File: config.mk
export PLATFORM = sky130hd
export DESIGN_NAME = gpio_irq_port
export DESIGN_NICKNAME = d
export VERILOG_FILES = /design/src/rtl/gpio_irq_pkg.sv /design/src/rtl/gpio_sync.sv /design/src/rtl/gpio_trig_detect.sv /design/src/rtl/gpio_irq_status.sv /design/src/rtl/gpio_regs.sv /design/src/rtl/gpio_irq_port.sv
export SDC_FILE = /design/constraint.sdc
export NUM_CORES = 1
export LEC_CHECK = 0
export CAP_MARGIN = 0
export CORE_MARGIN = 3
export CORE_UTILIZATION = 48
export CTS_CLUSTER_SIZE = 40
export DETAILED_ROUTE_END_ITERATION = 10
export DONT_BUFFER_PORTS = 1
export PLACE_DENSITY = 0.7
export SKIP_LAST_GASP = 1
export SLEW_MARGIN = 20
export SYNTH_ARGS = -nofsm -noshare
export SYNTH_HDL_FRONTEND = slang
export SYNTH_SLANG_ARGS = --single-unit
File: constraint.sdc
create_clock -name clk -period 3.7 [get_ports clk]
set_input_delay 0.74 -clock clk [delete_from_list [all_inputs] [get_ports clk]]
set_output_delay 0.74 -clock clk [all_outputs]
set_load 0.02 [all_outputs]
File: src/rtl/gpio_irq_pkg.sv
package gpio_irq_pkg;

    localparam int PORT_W    = 32;
    localparam int HALF_W    = PORT_W / 2;
    localparam int REG_IDX_W = 3;

    typedef enum logic [1:0] {
        TRIG_LOW  = 2'b00,
        TRIG_HIGH = 2'b01,
        TRIG_RISE = 2'b10,
        TRIG_FALL = 2'b11
    } trig_e;

    typedef enum logic [REG_IDX_W-1:0] {
        REG_DATA   = 3'd0,
        REG_DIR    = 3'd1,
        REG_PAD    = 3'd2,
        REG_CFG_LO = 3'd3,
        REG_CFG_HI = 3'd4,
        REG_MASK   = 3'd5,
        REG_STAT   = 3'd6,
        REG_BOTH   = 3'd7
    } reg_idx_e;

    typedef struct packed {
        logic [PORT_W-1:0] data;
        logic [PORT_W-1:0] dir;
        logic [PORT_W-1:0] cfg_lo;
        logic [PORT_W-1:0] cfg_hi;
        logic [PORT_W-1:0] mask;
        logic [PORT_W-1:0] both;
    } ctrl_regs_t;

    // Trigger code of one pin from the two configuration words.
    function automatic trig_e pin_code(input logic [PORT_W-1:0] lo,
                                       input logic [PORT_W-1:0] hi,
                                       input int unsigned       pin);
        logic [PORT_W-1:0] word;
        int unsigned       fld;
        word = (pin < HALF_W) ? lo : hi;
        fld  = pin % HALF_W;
        return trig_e'(word[2*fld +: 2]);
    endfunction

endpackage

File: src/rtl/gpio_sync.sv
module gpio_sync #(
    parameter int W      = 32,
    parameter int STAGES = 2
) (
    input  logic         clk,
    input  logic         rst,
    input  logic [W-1:0] din,
    output logic [W-1:0] dout
);
    logic [W-1:0] stg [STAGES];

    always_ff @(posedge clk) begin
        if (rst) stg[0] <= '0;
        else     stg[0] <= din;
    end

    for (genvar k = 1; k < STAGES; k++) begin : g_stage
        always_ff @(posedge clk) begin
            if (rst) stg[k] <= '0;
            else     stg[k] <= stg[k-1];
        end

        p_stage_shift_r3: assert property (@(posedge clk) disable iff (rst)
            !$past(rst) |-> stg[k] == $past(stg[k-1]));
    end

    assign dout = stg[STAGES-1];
endmodule

File: src/rtl/gpio_trig_detect.sv
module gpio_trig_detect
    import gpio_irq_pkg::*;
(
    input  logic              clk,
    input  logic              rst,
    input  logic [PORT_W-1:0] cur,
    input  logic [PORT_W-1:0] cfg_lo,
    input  logic [PORT_W-1:0] cfg_hi,
    input  logic [PORT_W-1:0] both,
    output logic [PORT_W-1:0] hit
);
    logic [PORT_W-1:0] prev;

    always_ff @(posedge clk) begin
        if (rst) prev <= '0;
        else     prev <= cur;
    end

    for (genvar p = 0; p < PORT_W; p++) begin : g_pin
        trig_e code;
        logic  rise, fall;
        assign code = pin_code(cfg_lo, cfg_hi, p);
        assign rise = cur[p] & ~prev[p];
        assign fall = ~cur[p] & prev[p];

        always_comb begin
            if (both[p]) begin
                hit[p] = rise | fall;
            end else begin
                case (code)
                    TRIG_LOW:  hit[p] = ~cur[p];
                    TRIG_HIGH: hit[p] = cur[p];
                    TRIG_RISE: hit[p] = rise;
                    TRIG_FALL: hit[p] = fall;
                    default:   hit[p] = 1'b0;
                endcase
            end
        end
    end

    // Any-change pins flag exactly the cycles where the input moved.
    p_both_ignores_code_r5: assert property (@(posedge clk) disable iff (rst)
        (both & (hit ^ (cur ^ prev))) == '0);

    // Edge-coded pins never flag while the input is steady.
    p_edge_needs_change_r4: assert property (@(posedge clk) disable iff (rst)
        (hit & ~(cur ^ prev) & (cfg_lo_edge_mask(cfg_lo, cfg_hi))) == '0);

    function automatic logic [PORT_W-1:0] cfg_lo_edge_mask(
        input logic [PORT_W-1:0] lo, input logic [PORT_W-1:0] hi);
        logic [PORT_W-1:0] m;
        for (int i = 0; i < PORT_W; i++) begin
            m[i] = (i < HALF_W) ? lo[2*(i % HALF_W) + 1] : hi[2*(i % HALF_W) + 1];
        end
        return m;
    endfunction
endmodule

File: src/rtl/gpio_irq_status.sv
module gpio_irq_status
    import gpio_irq_pkg::*;
(
    input  logic              clk,
    input  logic              rst,
    input  logic [PORT_W-1:0] hit,
    input  logic [PORT_W-1:0] clr,
    input  logic [PORT_W-1:0] mask,
    output logic [PORT_W-1:0] status,
    output logic              irq_lo,
    output logic              irq_hi
);
    logic [PORT_W-1:0] pend;

    // Set has priority over a same-cycle clear.
    always_ff @(posedge clk) begin
        if (rst) status <= '0;
        else     status <= (status & ~clr) | hit;
    end

    assign pend   = status & mask;
    assign irq_lo = |pend[HALF_W-1:0];
    assign irq_hi = |pend[PORT_W-1:HALF_W];

    p_hold_until_clear_r7: assert property (@(posedge clk) disable iff (rst)
        !$past(rst) |-> (($past(status) & ~$past(clr)) & ~status) == '0);

    p_clear_takes_r7: assert property (@(posedge clk) disable iff (rst)
        !$past(rst) |-> (status & $past(clr & ~hit)) == '0);

    p_set_wins_r6: assert property (@(posedge clk) disable iff (rst)
        !$past(rst) |-> (status & $past(hit)) == $past(hit));
endmodule

File: src/rtl/gpio_regs.sv
module gpio_regs
    import gpio_irq_pkg::*;
(
    input  logic                 clk,
    input  logic                 rst,
    input  logic                 bus_sel,
    input  logic                 bus_we,
    input  logic [REG_IDX_W-1:0] bus_widx,
    input  logic [PORT_W-1:0]    bus_wdata,
    input  logic [PORT_W-1:0]    pad_sync,
    input  logic [PORT_W-1:0]    status,
    output ctrl_regs_t           ctrl,
    output logic [PORT_W-1:0]    stat_clr,
    output logic [PORT_W-1:0]    bus_rdata
);
    reg_idx_e idx;
    logic     wr;

    assign idx = reg_idx_e'(bus_widx);
    assign wr  = bus_sel & bus_we;

    always_ff @(posedge clk) begin
        if (rst) begin
            ctrl <= '0;
        end else if (wr) begin
            case (idx)
                REG_DATA:   ctrl.data   <= bus_wdata;
                REG_DIR:    ctrl.dir    <= bus_wdata;
                REG_CFG_LO: ctrl.cfg_lo <= bus_wdata;
                REG_CFG_HI: ctrl.cfg_hi <= bus_wdata;
                REG_MASK:   ctrl.mask   <= bus_wdata;
                REG_BOTH:   ctrl.both   <= bus_wdata;
                default:    ;
            endcase
        end
    end

    assign stat_clr = (wr && idx == REG_STAT) ? bus_wdata : '0;

    always_comb begin
        case (idx)
            REG_DATA:   bus_rdata = ctrl.data;
            REG_DIR:    bus_rdata = ctrl.dir;
            REG_PAD:    bus_rdata = pad_sync;
            REG_CFG_LO: bus_rdata = ctrl.cfg_lo;
            REG_CFG_HI: bus_rdata = ctrl.cfg_hi;
            REG_MASK:   bus_rdata = ctrl.mask;
            REG_STAT:   bus_rdata = status;
            REG_BOTH:   bus_rdata = ctrl.both;
            default:    bus_rdata = '0;
        endcase
    end

    p_pad_write_ignored_r3: assert property (@(posedge clk) disable iff (rst)
        (wr && idx == REG_PAD) |=> $stable(ctrl));
endmodule

File: src/rtl/gpio_irq_port.sv
module gpio_irq_port
    import gpio_irq_pkg::*;
#(
    parameter int SYNC_STAGES = 2
) (
    input  logic                 clk,
    input  logic                 rst,
    input  logic                 bus_sel,
    input  logic                 bus_we,
    input  logic [REG_IDX_W-1:0] bus_widx,
    input  logic [PORT_W-1:0]    bus_wdata,
    output logic [PORT_W-1:0]    bus_rdata,
    input  logic [PORT_W-1:0]    pad_in,
    output logic [PORT_W-1:0]    pad_out,
    output logic [PORT_W-1:0]    pad_oe,
    output logic                 irq_lo,
    output logic                 irq_hi
);
    ctrl_regs_t        ctrl;
    logic [PORT_W-1:0] pad_sync, hit, stat_clr, status;

    gpio_sync #(.W(PORT_W), .STAGES(SYNC_STAGES)) u_sync (
        .clk(clk), .rst(rst), .din(pad_in), .dout(pad_sync)
    );

    gpio_trig_detect u_detect (
        .clk(clk), .rst(rst), .cur(pad_sync),
        .cfg_lo(ctrl.cfg_lo), .cfg_hi(ctrl.cfg_hi), .both(ctrl.both),
        .hit(hit)
    );

    gpio_irq_status u_status (
        .clk(clk), .rst(rst), .hit(hit), .clr(stat_clr), .mask(ctrl.mask),
        .status(status), .irq_lo(irq_lo), .irq_hi(irq_hi)
    );

    gpio_regs u_regs (
        .clk(clk), .rst(rst), .bus_sel(bus_sel), .bus_we(bus_we),
        .bus_widx(bus_widx), .bus_wdata(bus_wdata), .pad_sync(pad_sync),
        .status(status), .ctrl(ctrl), .stat_clr(stat_clr),
        .bus_rdata(bus_rdata)
    );

    assign pad_out = ctrl.data;
    assign pad_oe  = ctrl.dir;

    p_oe_follows_dir_r2: assert property (@(posedge clk) disable iff (rst)
        (bus_sel && bus_we && bus_widx == REG_DIR) |=> pad_oe == $past(bus_wdata));

    p_masked_quiet_r8: assert property (@(posedge clk) disable iff (rst)
        (ctrl.mask == '0) |-> (!irq_lo && !irq_hi));
endmodule

Yosys cells after proc, flatten, opt, wreduce, memory -nomap -nowiden
Memories as Yosys holds them, arrays and structs flattened.
Cells that the tools add are included.
Word-level totals
  RAM bits: 64
  bits of input ports: 71
  logic and storage cells: 392
  output and inout port bits: 98
  memories kept: 1
  register bits: 256
Operators by class
  equal/unequal tests: 103
  bitwise gates (word level): 167
  muxes and demuxes: 71
  reductions and logical operators: 42
Memory list
  u_sync.stg: depth 2, width 32, rd ports 2, clocked after memory_dff 0, wr ports 2, RTL line gpio_sync.sv:10  | logic [W-1:0] stg [STAGES];
Operators by type and width (number)
  one-hot mux 32 bit (8 select lines): 1
  equality test 2 bit (second input constant): 64
  one-hot mux 1 bit (4 select lines): 32
  2-to-1 mux 32 bit: 3
  AND 1 bit: 65
  AND 32 bit: 2
  equality test 2 x 1 -> 1 bit (second input constant): 32
  logical NOT 2 bit: 32
  inverter 1 bit: 64
  2-to-1 mux 1 bit: 35
  bitwise OR 1 bit: 34
  inverter 32 bit: 1
  bitwise OR 32 bit: 1
  OR reduction 16 bit: 2
  equality test 3 bit (second input constant): 4
  AND reduction 2 bit: 6
  equality test 3 x 2 -> 1 bit (second input constant): 2
  equality test 3 x 1 -> 1 bit (second input constant): 1
  logical NOT 3 bit: 1
  logical AND 1 bit: 1

Longest topological paths before layout
Gate-level depths: netlist (run 1).
  depth after elaboration: 6
  gate-level depth with buffers: 8
  gate-level depth less buffers: 6

By module
From an unflattened synthesis (run 1), not the netlist that was laid out.
Unflattened totals
  cells, all modules: 1889
  area, all modules: 15940.3 sq um
By module, submodules not included
  gpio_regs: cells each 1214, times used 1, area each 9524.1 sq um
  gpio_trig_detect: cells each 391, times used 1, area each 3239.4 sq um
  gpio_sync: cells each 135, times used 1, area each 1918.1 sq um
  gpio_irq_status: cells each 149, times used 1, area each 1258.7 sq um

Worst setup path before layout (run 1)
Ideal clock, no wire load.
  path kind: input to output
  from: input bus_widx[2]
  to: output bus_rdata[12]
  data required time: 2960 ps
  slack: 925 ps
  path buffers: 3
  arrival time: 2035 ps
  cell stages on the path: 6
  path through: buf_4 -> buf_6 -> and3b_1 -> clkbuf_1 -> a22oi_1 -> a31oi_1
On the way
  word-level cells in the longest chain between the ends: 2
  elaborated cells between the ends (all ways): 9
Ends and longest elaborated chain
  from (decl): RTL line gpio_irq_port.sv:10  | input logic [REG_IDX_W-1:0] bus_widx,
  equality test 3 bit, or another cell as far along: RTL line gpio_regs.sv:41  | case (idx)
  one-hot mux 32 bit (8 select lines) (*): RTL line gpio_regs.sv:41
  to (decl): RTL line gpio_irq_port.sv:12  | output logic [PORT_W-1:0] bus_rdata,
Every way passes the cells marked *; elsewhere a longest branch is shown, timed or not.

Worst setup path in the final report (run 1)
  from: input bus_widx[0]
  to: output bus_rdata[14]
The elaborated chain is that of the path after synthesis.

==> results of run 1 <==
==> worst paths after layout <==
| check | startpoint | depth (start not counted) | endpoint | slack (ns) |
|---|---|---|---|---|
| max | bus_widx[0] | 5 | bus_rdata[14] | 0.46 |
| min | rst | 1 | u_sync.stg[0][19] | 0.29 |
| max reg2reg | u_sync.stg[1][19] | 4 | u_status.status[19] | 2.11 |
| min reg2reg | u_sync.stg[0][4] | 1 | u_sync.stg[1][4] | 0.44 |
==> registers in the layout, summed over array words and instances (netlist names) <==
signal / flops
u_status.status: 32
u_sync.stg: 64
u_detect.prev: 32
u_regs.ctrl: 192
==> through the flow <==
step           util (%)  area, sq um  setup slack, ns  total power [mW]
6_report           52.4        16100            0.455              7.69
5_1_grt            52.4        16100            0.476              7.94
4_1_cts            52.4        16100            0.586              7.73
3_5_place_dp       48.5        15000            0.593              4.17
3_3_place_gp       48.5        15000            0.602              4.16
2_1_floorplan         -        15100            0.925              4.10
==> critical path, stage by stage <==
cell and delay [ns]:
or3_1 0.75, buf_4 0.35, nor2_1 0.06, a31oi_1 0.32, buf_4 0.21
==> cell families (layout without fill, tap and decap cells) <==
group	Yosys count	in the layout
and+or+nand+nor	721	721
AOI/OAI and AO/OA	422	422
DFF	320	320
buffers and inverters	259	179
muxes	83	83
adders and majority gates	64	64
xor gates and xnor gates	2	2
==> layout make-up <==
class / instances / area (sq um) / area share, %
Clock buffer: 56 / 1120 / 6.93
Clock inverter: 8 / 71.3 / 0.442
Inverter: 77 / 289 / 1.79
Multi-Input combinational cell: 1292 / 7470 / 46.2
Sequential cell: 320 / 6410 / 39.7
Tap cell: 396 / 495 / 3.07
Timing Repair Buffer: 38 / 298 / 1.84
==> report_power, final <==
group	total [mW]	switching (mW)	internal (mW)
Clock	3.58	1.43	2.15
Sequential	3.65	0.112	3.54
Combinational	0.454	0.264	0.190
==> routing by layer <==
metal	track usage [%]	vias up	part of all wire (%)	wire, um
met2	40.7	825	42	20400
met5	0	-	0	0
met1	39.2	6239	41	20300
met4	12.8	0	4.7	2320
li1	-	6029	-	-
met3	7.30	154	12	5960
==> layout by cell type (no fill, tap or decap), drive strengths merged, types with 35 or more instances in the layout <==
master	synthesis	final
ha	64	64
a21oi	261	261
a211o	35	35
nor2	116	116
dfxtp	320	320
nor2b	85	85
nand3	35	35
clkbuf	74	56
buf	108	38
inv	77	78
nand2	455	455
mux2i	49	49
==> reports/qor.yml, run 1 <==
grt_overflow: 0
synth_xor_area_share_pct: 0.116
wl_per_cell_um: 22.4
tightest_slew_ns: 0.937
gp_congestion: 0.947
cts.clk_slew.worst_paths_ns: 0.05
cp.arrival_ns: 2.50
fin_tns_setup_ns: 0
synthFlopType: "dfxtp_1"
synth_area_per_cell_sq_um: 8.09
fin_worst_skew_ns: 0.0296
portBuffers: 0
ys_top_cells_by_count: "455 x nand2_1, 320 x dfxtp_1, 261 x a21oi_1, 115 x nor2_1, 85 x nor2b_1"
ys_types: 40
ys_ff_latch: 320
die_h_um: 184
synth_edf_count: 0
synth_top_family_by_area: "simple AND/OR/NAND/NOR gates"
synth_top_area_share_pct: 42.3
cp-end-kind: "output port"
num_vias: 13247
synth_warnings: 0
drtIter0Drc: 1600
ant_nets: 0
yosysMostFrequentCell: "nand2_1"
io_pins: 169
post_cts_resized: 0
synthTopCellsByArea: "dfxtp_1 42%, nand2_1 11%, a21oi_1 8.6%, ha_1 5.3%, nor2b_1 3.5%"
relSlewSlack_pct: 37.5
grt_use_total_pct: 28.1
wirelength_um: 49000
place_hpwl_um: 33000
dr.pass1.iters: 6
hold_violations: 0
cp-start-kind: "input port"
numCtsBuffers: 37
place.detailed.instances: 2123
holdBufCountCts: 0
crit_path_max_fanout: 75
synth_cells: 1871
final_max_slew_viol_count: 0
hold_class: "in -> reg"
cts_root_buffer: "clkbuf_16"
power_density_nw_per_um2: 476
yosys.area.top_type: "dfxtp_1"
layout.nets: 1901
synth-simple-area-share_pct: 20.2
status: "complete, no violations"
std_cell_rows: 64
peakVddDrop_mv: 0.275
post_cts_buffers: 0
die_w_um: 184
syn_to_final_growth_pct: 6.68
ctsLongestPathBuffers: 3
drcViolationCount: 0
fin_crit_sh_pct: 87.7
htreeDepth: 2
grt_pass1_wl_um: 73500
rsz0062_at_grt: "false"
grt_max_degree: 323
tritoncts: "yes"
antennaDiodeCount: 0
finalHoldWorstSlack_ns: 0.293
cts_sinks: 320
syn_nets: 2006
antenna_found_initial: 0
fmax_ghz: 0.308
grt_pass1_vias: 12333
period_minus_slack_ns: 3.24
maxCapViolCount: 0
start_util_pct: 49.1
required_ns: 2.96
critical_path_class: "in -> out"
power_leakage_nw: 5.85
synth_seq_area_share_pct: 42.3
synth-async-reset-ratio_pct: 0
synth_mux_area_share_pct: 6.44
synth_compound_area_share_pct: 17.1
setup_viol: 0
synthAdderAreaFrac_pct: 5.29
final.fill_count: 2833
fin_cells: 2187
core-area_sq_um: 30800
drive_above_1_share_pct: 7.59
synth_area_sq_um: 15100
dieArea_sq_um: 33700
clk_latency_ns: 0.53
vias_per_cell: 6.06
No activity file was read; power rests on OpenSTA's default activity.
==> run 2: changes to the inputs <==
==> constraint.sdc (replaced) <==
create_clock -name clk -period 3.8 [get_ports clk]
set_input_delay 0.76 -clock clk [delete_from_list [all_inputs] [get_ports clk]]
set_output_delay 0.76 -clock clk [all_outputs]
set_load 0.02 [all_outputs]
==> run 2 against run 1 <==
Critical path depth did not move. Worst setup slack improved by 0.23 ns. Cell area rose by 0.17%. Clock skew rose by 0.0065 ns. Sequential share of layout area fell by 0.067 points. Critical endpoint is now bus_rdata[12]. Wire length fell by 1.7%. Register-to-register slack improved by 0.09 ns. Largest cell class unchanged. Core utilization rose by 0.089 points.
==> reports/qor.yml, run 2 (same netlist as run 1, synthesis figures left out) <==
status: "complete, no violations"
ctsLongestPathBuffers: 3  # unchanged
tritoncts: "yes"
critical_path_class: "in -> out"
ant_nets: 0  # unchanged
cts.clk_slew.worst_paths_ns: 0.06  # about the same
portBuffers: 0  # unchanged
numCtsBuffers: 36  # -2.7%
maxCapViolCount: 0  # unchanged
cts_root_buffer: "clkbuf_16"
cp.arrival_ns: 2.36  # -0.14 ns
io_pins: 169  # unchanged
post_cts_resized: 0  # unchanged
worstReg2RegStart: "u_sync.stg[1][31]"
hold_violations: 0  # unchanged
tightest_slew_ns: 0.928  # -0.00871 ns
min_path_cells: 1  # unchanged
grt_use_total_pct: 27.6  # -0.47 points
core-area_sq_um: 30800  # unchanged
relSlewSlack_pct: 37.8  # +0.30 points
regMostFlops: "u_regs.ctrl"
drive_above_1_share_pct: 7.43  # -0.16 points
layout_common_cells: "455 x nand2_1, 320 x dfxtp_1, 261 x a21oi_1, 114 x nor2_1, 83 x nor2b_1"
fin_tns_setup_ns: 0  # unchanged
die_h_um: 184  # unchanged
fin_worst_skew_ns: 0.0360  # +0.00648 ns
clk_latency_ns: 0.53  # about the same
final.fill_count: 2859  # +0.92%
drtIter0Drc: 1913  # +20%
place_hpwl_um: 32500  # -1.6%
die_w_um: 184  # unchanged
post_cts_buffers: 0  # unchanged
place.detailed.instances: 2121  # -0.094%
layout.nets: 1898  # -0.16%
hp-start: "rst"
required_ns: 3.04  # +0.08 ns
wl_per_cell_um: 22.0  # -1.6%
grt_max_degree: 323  # unchanged
reg2reg_slack_ns: 2.20  # +0.09 ns
multi_input_area_sq_um: 7470  # unchanged
drcViolationCount: 0  # unchanged
seq_area_sq_um: 6410  # unchanged
fin_crit_sh_pct: 82.0
final_max_slew_viol_count: 0  # unchanged
hold_class: "in -> reg"
grt_overflow: 0  # unchanged
fin_cells: 2185  # -0.091%
rr_worst_depth: 5  # +1
wirelength_um: 48200  # -1.7%
min_to: "u_sync.stg[0][22]"
cts_sinks: 320  # unchanged
power_density_nw_per_um2: 468  # -1.7%
period_minus_slack_ns: 3.12
std_cell_rows: 64  # unchanged
start_util_pct: 49.1  # unchanged
setup_viol: 0  # unchanged
num_vias: 13119  # -0.97%
gp_congestion: 0.935  # -1.2%
grt_pass1_wl_um: 72100  # -1.9%
peakVddDrop_mv: 0.245  # -11%
antennaDiodeCount: 0  # unchanged
crit_path_max_fanout: 75  # unchanged
holdBufCountCts: 0  # unchanged
syn_to_final_growth_pct: 6.86
fmax_ghz: 0.321
grt_pass1_vias: 11809  # -4.2%
timing.rr.end: "u_status.status[31]"
antenna_found_initial: 0  # unchanged
dieArea_sq_um: 33700  # unchanged
top_regs: "u_regs.ctrl x192, u_sync.stg x64"
cp-end-kind: "output port"
power_leakage_nw: 5.85  # about the same
vias_per_cell: 6.00  # -0.88%
largest_reg_flops: 192  # unchanged
layout_commonest_cell: "nand2_1"
rsz0062_at_grt: "false"
dr.pass1.iters: 7  # +1
cp-start-kind: "input port"
htreeDepth: 2  # unchanged
[run 2: cell count changes in the layout (fill, tap and decap cells not counted)]
cell and delta:
inv_6 +1, buf_4 -4, clkinvlp_4 -1, bufinv_16 +3, clkbuf_16 -2, clkbuf_8 -2, clkbuf_1 +1, buf_12 +2
[run 2: routing by layer]
metal	track usage, %	part of all wire [%]	wire, um
met5	0	0	0
met4	9.45	3.3	1600
met3	7.20	12	6020
met2	41.2	43	20600
met1	38.9	41	19900
[run 2: how the worst max path moves through the flow]
stage,start,endpoint,slack [ns]
2_1_floorplan,bus_widx[2],bus_rdata[12],0.98
3_3_place_gp,bus_widx[2],u_regs.ctrl[184],0.73
3_5_place_dp,bus_widx[0],u_regs.ctrl[177],0.70
4_1_cts,bus_widx[1],bus_rdata[7],0.73
5_1_grt,bus_widx[0],bus_rdata[12],0.65
6_report,bus_widx[0],bus_rdata[12],0.68
[run 2: area by class of cell]
type                            count  area share, %
Multi-Input combinational cell   1292           46.2
Timing Repair Buffer               36           1.90
Sequential cell                   320           39.6
Clock inverter                     11           1.01
Clock buffer                       53           6.47
Inverter                           77           1.79
Tap cell                          396           3.06
[run 2: through the flow]
| stage | worst slack [ns] | total power, mW | utilization (%) | cell area (sq um) | hold WS, ns |
|---|---|---|---|---|---|
| 3_3_place_gp | 0.726 | 4.04 | 48.5 | 15000 | 0.416 |
| 3_5_place_dp | 0.699 | 4.05 | 48.5 | 15000 | 0.427 |
| 5_1_grt | 0.648 | 7.83 | 52.5 | 16200 | 0.296 |
| 4_1_cts | 0.728 | 7.62 | 52.5 | 16200 | 0.307 |
| 2_1_floorplan | 0.985 | 3.99 | - | 15100 | 0.414 |
| 6_report | 0.684 | 7.58 | 52.5 | 16200 | 0.314 |
[run 2: power breakdown]
group / internal (mW) / total [mW] / switching [mW]
Clock: 2.18 / 3.58 / 1.40
Combinational: 0.184 / 0.436 / 0.252
Sequential: 3.45 / 3.56 / 0.110
Total: 5.81 / 7.58 / 1.76
[run 2: critical path, stage by stage]
cell,delay [ns]
or3_1,0.68
buf_4,0.34
nor2_1,0.06
a31oi_1,0.26
buf_4,0.20
==> run 3: changes to the inputs <==
==> constraint.sdc (replaced) <==
create_clock -name clk -period 3.2 [get_ports clk]
set_input_delay 0.64 -clock clk [delete_from_list [all_inputs] [get_ports clk]]
set_output_delay 0.64 -clock clk [all_outputs]
set_load 0.02 [all_outputs]
==> run 3 against run 2 <==
Clock power is 22% higher. Critical path depth stayed put. Sequential share of layout area down 0.29 points. Die area stayed put. Final cell count rose by 0.69%. Wire length is 2.9% higher. Clock skew decreased by 0.010 ns. Sequential power is 19% higher. Register-to-register slack got worse by 0.57 ns. Global-route usage is 0.68 points higher. Sequential cell count stayed put. Largest power group unchanged.
==> reports/qor.yml, run 3 (same netlist as run 1, synthesis figures left out) <==
status: "complete, no violations"
drtIter0Drc: 1553  # -19%
post_cts_resized: 0  # unchanged
rsz0062_at_grt: "false"
std_cell_rows: 64  # unchanged
drive_above_1_share_pct: 8.31  # +0.88 points
cts.clk_slew.worst_paths_ns: 0.06  # about the same
pre_cts_ws_ns: 0.589  # -0.111 ns
holdBufCountCts: 0  # unchanged
portBuffers: 0  # unchanged
ant_nets: 0  # unchanged
htreeDepth: 2  # unchanged
post_cts_buffers: 0  # unchanged
num_vias: 13287  # +1.3%
grt_use_total_pct: 28.3  # +0.68 points
maxCapViolCount: 0  # unchanged
antennaDiodeCount: 0  # unchanged
gp_congestion: 0.927  # -0.81%
layout_commonest_cell: "nand2_1"
wl_per_cell_um: 22.5  # +2.2%
grt_max_degree: 323  # unchanged
core-area_sq_um: 30800  # unchanged
relSlewSlack_pct: 49.5  # +12 points
tritoncts: "yes"
start_util_pct: 49.1  # unchanged
layout.nets: 1912  # +0.74%
cp-end-kind: "output port"
layout_common_cells: "455 x nand2_1, 320 x dfxtp_1, 261 x a21oi_1, 114 x nor2_1, 83 x nor2b_1"
hold_class: "in -> reg"
worst_slack_ns: 0.488  # -0.195 ns
largest_reg_flops: 192  # unchanged
timing.rr.end: "u_status.status[31]"
die_w_um: 184  # unchanged
wirelength_um: 49600  # +2.9%
dr.pass1.iters: 5  # -2
grt_pass1_wl_um: 74300  # +2.9%
rr_worst_depth: 5  # unchanged
fin_worst_skew_ns: 0.0261  # -0.00999 ns
ctsLongestPathBuffers: 3  # unchanged
period_minus_slack_ns: 2.71
place_hpwl_um: 33300  # +2.3%
final.fill_count: 2812  # -1.6%
top_regs: "u_regs.ctrl x192, u_sync.stg x64"
critical_path_class: "in -> out"
regMostFlops: "u_regs.ctrl"
reg2reg_slack_ns: 1.63  # -0.57 ns
setup_viol: 0  # unchanged
vias_per_cell: 6.04  # +0.59%
finalHoldWorstSlack_ns: 0.188  # -0.126 ns
power_density_nw_per_um2: 559  # +19%
dieArea_sq_um: 33700  # unchanged
fin_crit_sh_pct: 84.7
final_max_slew_viol_count: 0  # unchanged
tightest_slew_ns: 0.755  # -0.174 ns
required_ns: 2.56  # -0.48 ns
io_pins: 169  # unchanged
antenna_found_initial: 1  # +1
hp-start: "rst"
crit_path_max_fanout: 49  # -35%
worstReg2RegStart: "u_sync.stg[1][31]"
peakVddDrop_mv: 0.329  # +34%
min_path_cells: 1  # unchanged
cts_sinks: 320  # unchanged
hold_violations: 0  # unchanged
die_h_um: 184  # unchanged
fin_tns_setup_ns: 0  # unchanged
syn_to_final_growth_pct: 7.65
grt_pass1_vias: 12464  # +5.5%
cp.arrival_ns: 2.07  # -0.29 ns
numCtsBuffers: 37  # +2.8%
cts_root_buffer: "clkbuf_16"
cp-start-kind: "input port"
min_to: "u_sync.stg[0][21]"
fmax_ghz: 0.369
drcViolationCount: 0  # unchanged
power_leakage_nw: 5.93  # +1.3%
grt_overflow: 0  # unchanged
clk_latency_ns: 0.54  # about the same
-- run 3: metal layers --
layer | vias up | global-route usage (%) | routed length, um
met4 | 2 | 11.3 | 1980
met2 | 865 | 43.1 | 21300
met5 | - | 0 | 12
li1 | 6050 | - | -
met1 | 6229 | 39.1 | 20000
met3 | 141 | 6.29 | 6220
-- run 3: worst max-delay path: stages --
cell and delay, ns:
nand2b_1 0.46, nor2_1 0.11, a211o_1 0.29, a31oi_1 0.33
buf_4 0.21
-- run 3: report_power, final --
part           total [mW]  internal (mW)  switching (mW)
logic               0.534          0.229           0.305
registers            4.23           4.09           0.131
clock network        4.35           2.61            1.74
-- run 3: how the worst max path moves through the flow --
stage | startpoint | to | depth (start not counted)
finish | bus_widx[1] | bus_rdata[19] | 5
global placement | bus_widx[1] | bus_rdata[19] | 5
global route | bus_widx[1] | bus_rdata[19] | 5
detailed placement | bus_widx[1] | bus_rdata[19] | 5
floorplan | bus_widx[2] | bus_rdata[12] | 6
CTS | bus_widx[1] | bus_rdata[19] | 5
-- run 3: layout make-up --
class | instances | area [sq um] | share of cell area [%]
multi-input combinational | 1292 | 7470 | 45.8
sequential | 320 | 6410 | 39.3
clock inverter | 17 | 213 | 1.31
tap | 396 | 495 | 3.04
clock buffer | 49 | 1030 | 6.33
inverter | 77 | 289 | 1.77
timing repair buffer | 49 | 393 | 2.41
-- run 3: through the flow --
| stage | total power, mW | cell area, sq um | utilization [%] | instances |
|---|---|---|---|---|
| final | 9.11 | 16300 | 52.9 | 2200 |
| after global routing | 9.40 | 16300 | 52.9 | 2200 |
| after CTS | 9.16 | 16300 | 52.9 | 2200 |
| after detailed placement | 4.83 | 15100 | 48.8 | 2134 |
| after global placement | 4.81 | 15100 | 48.8 | 2134 |
| after floorplan | 4.74 | 15100 | - | 1871 |
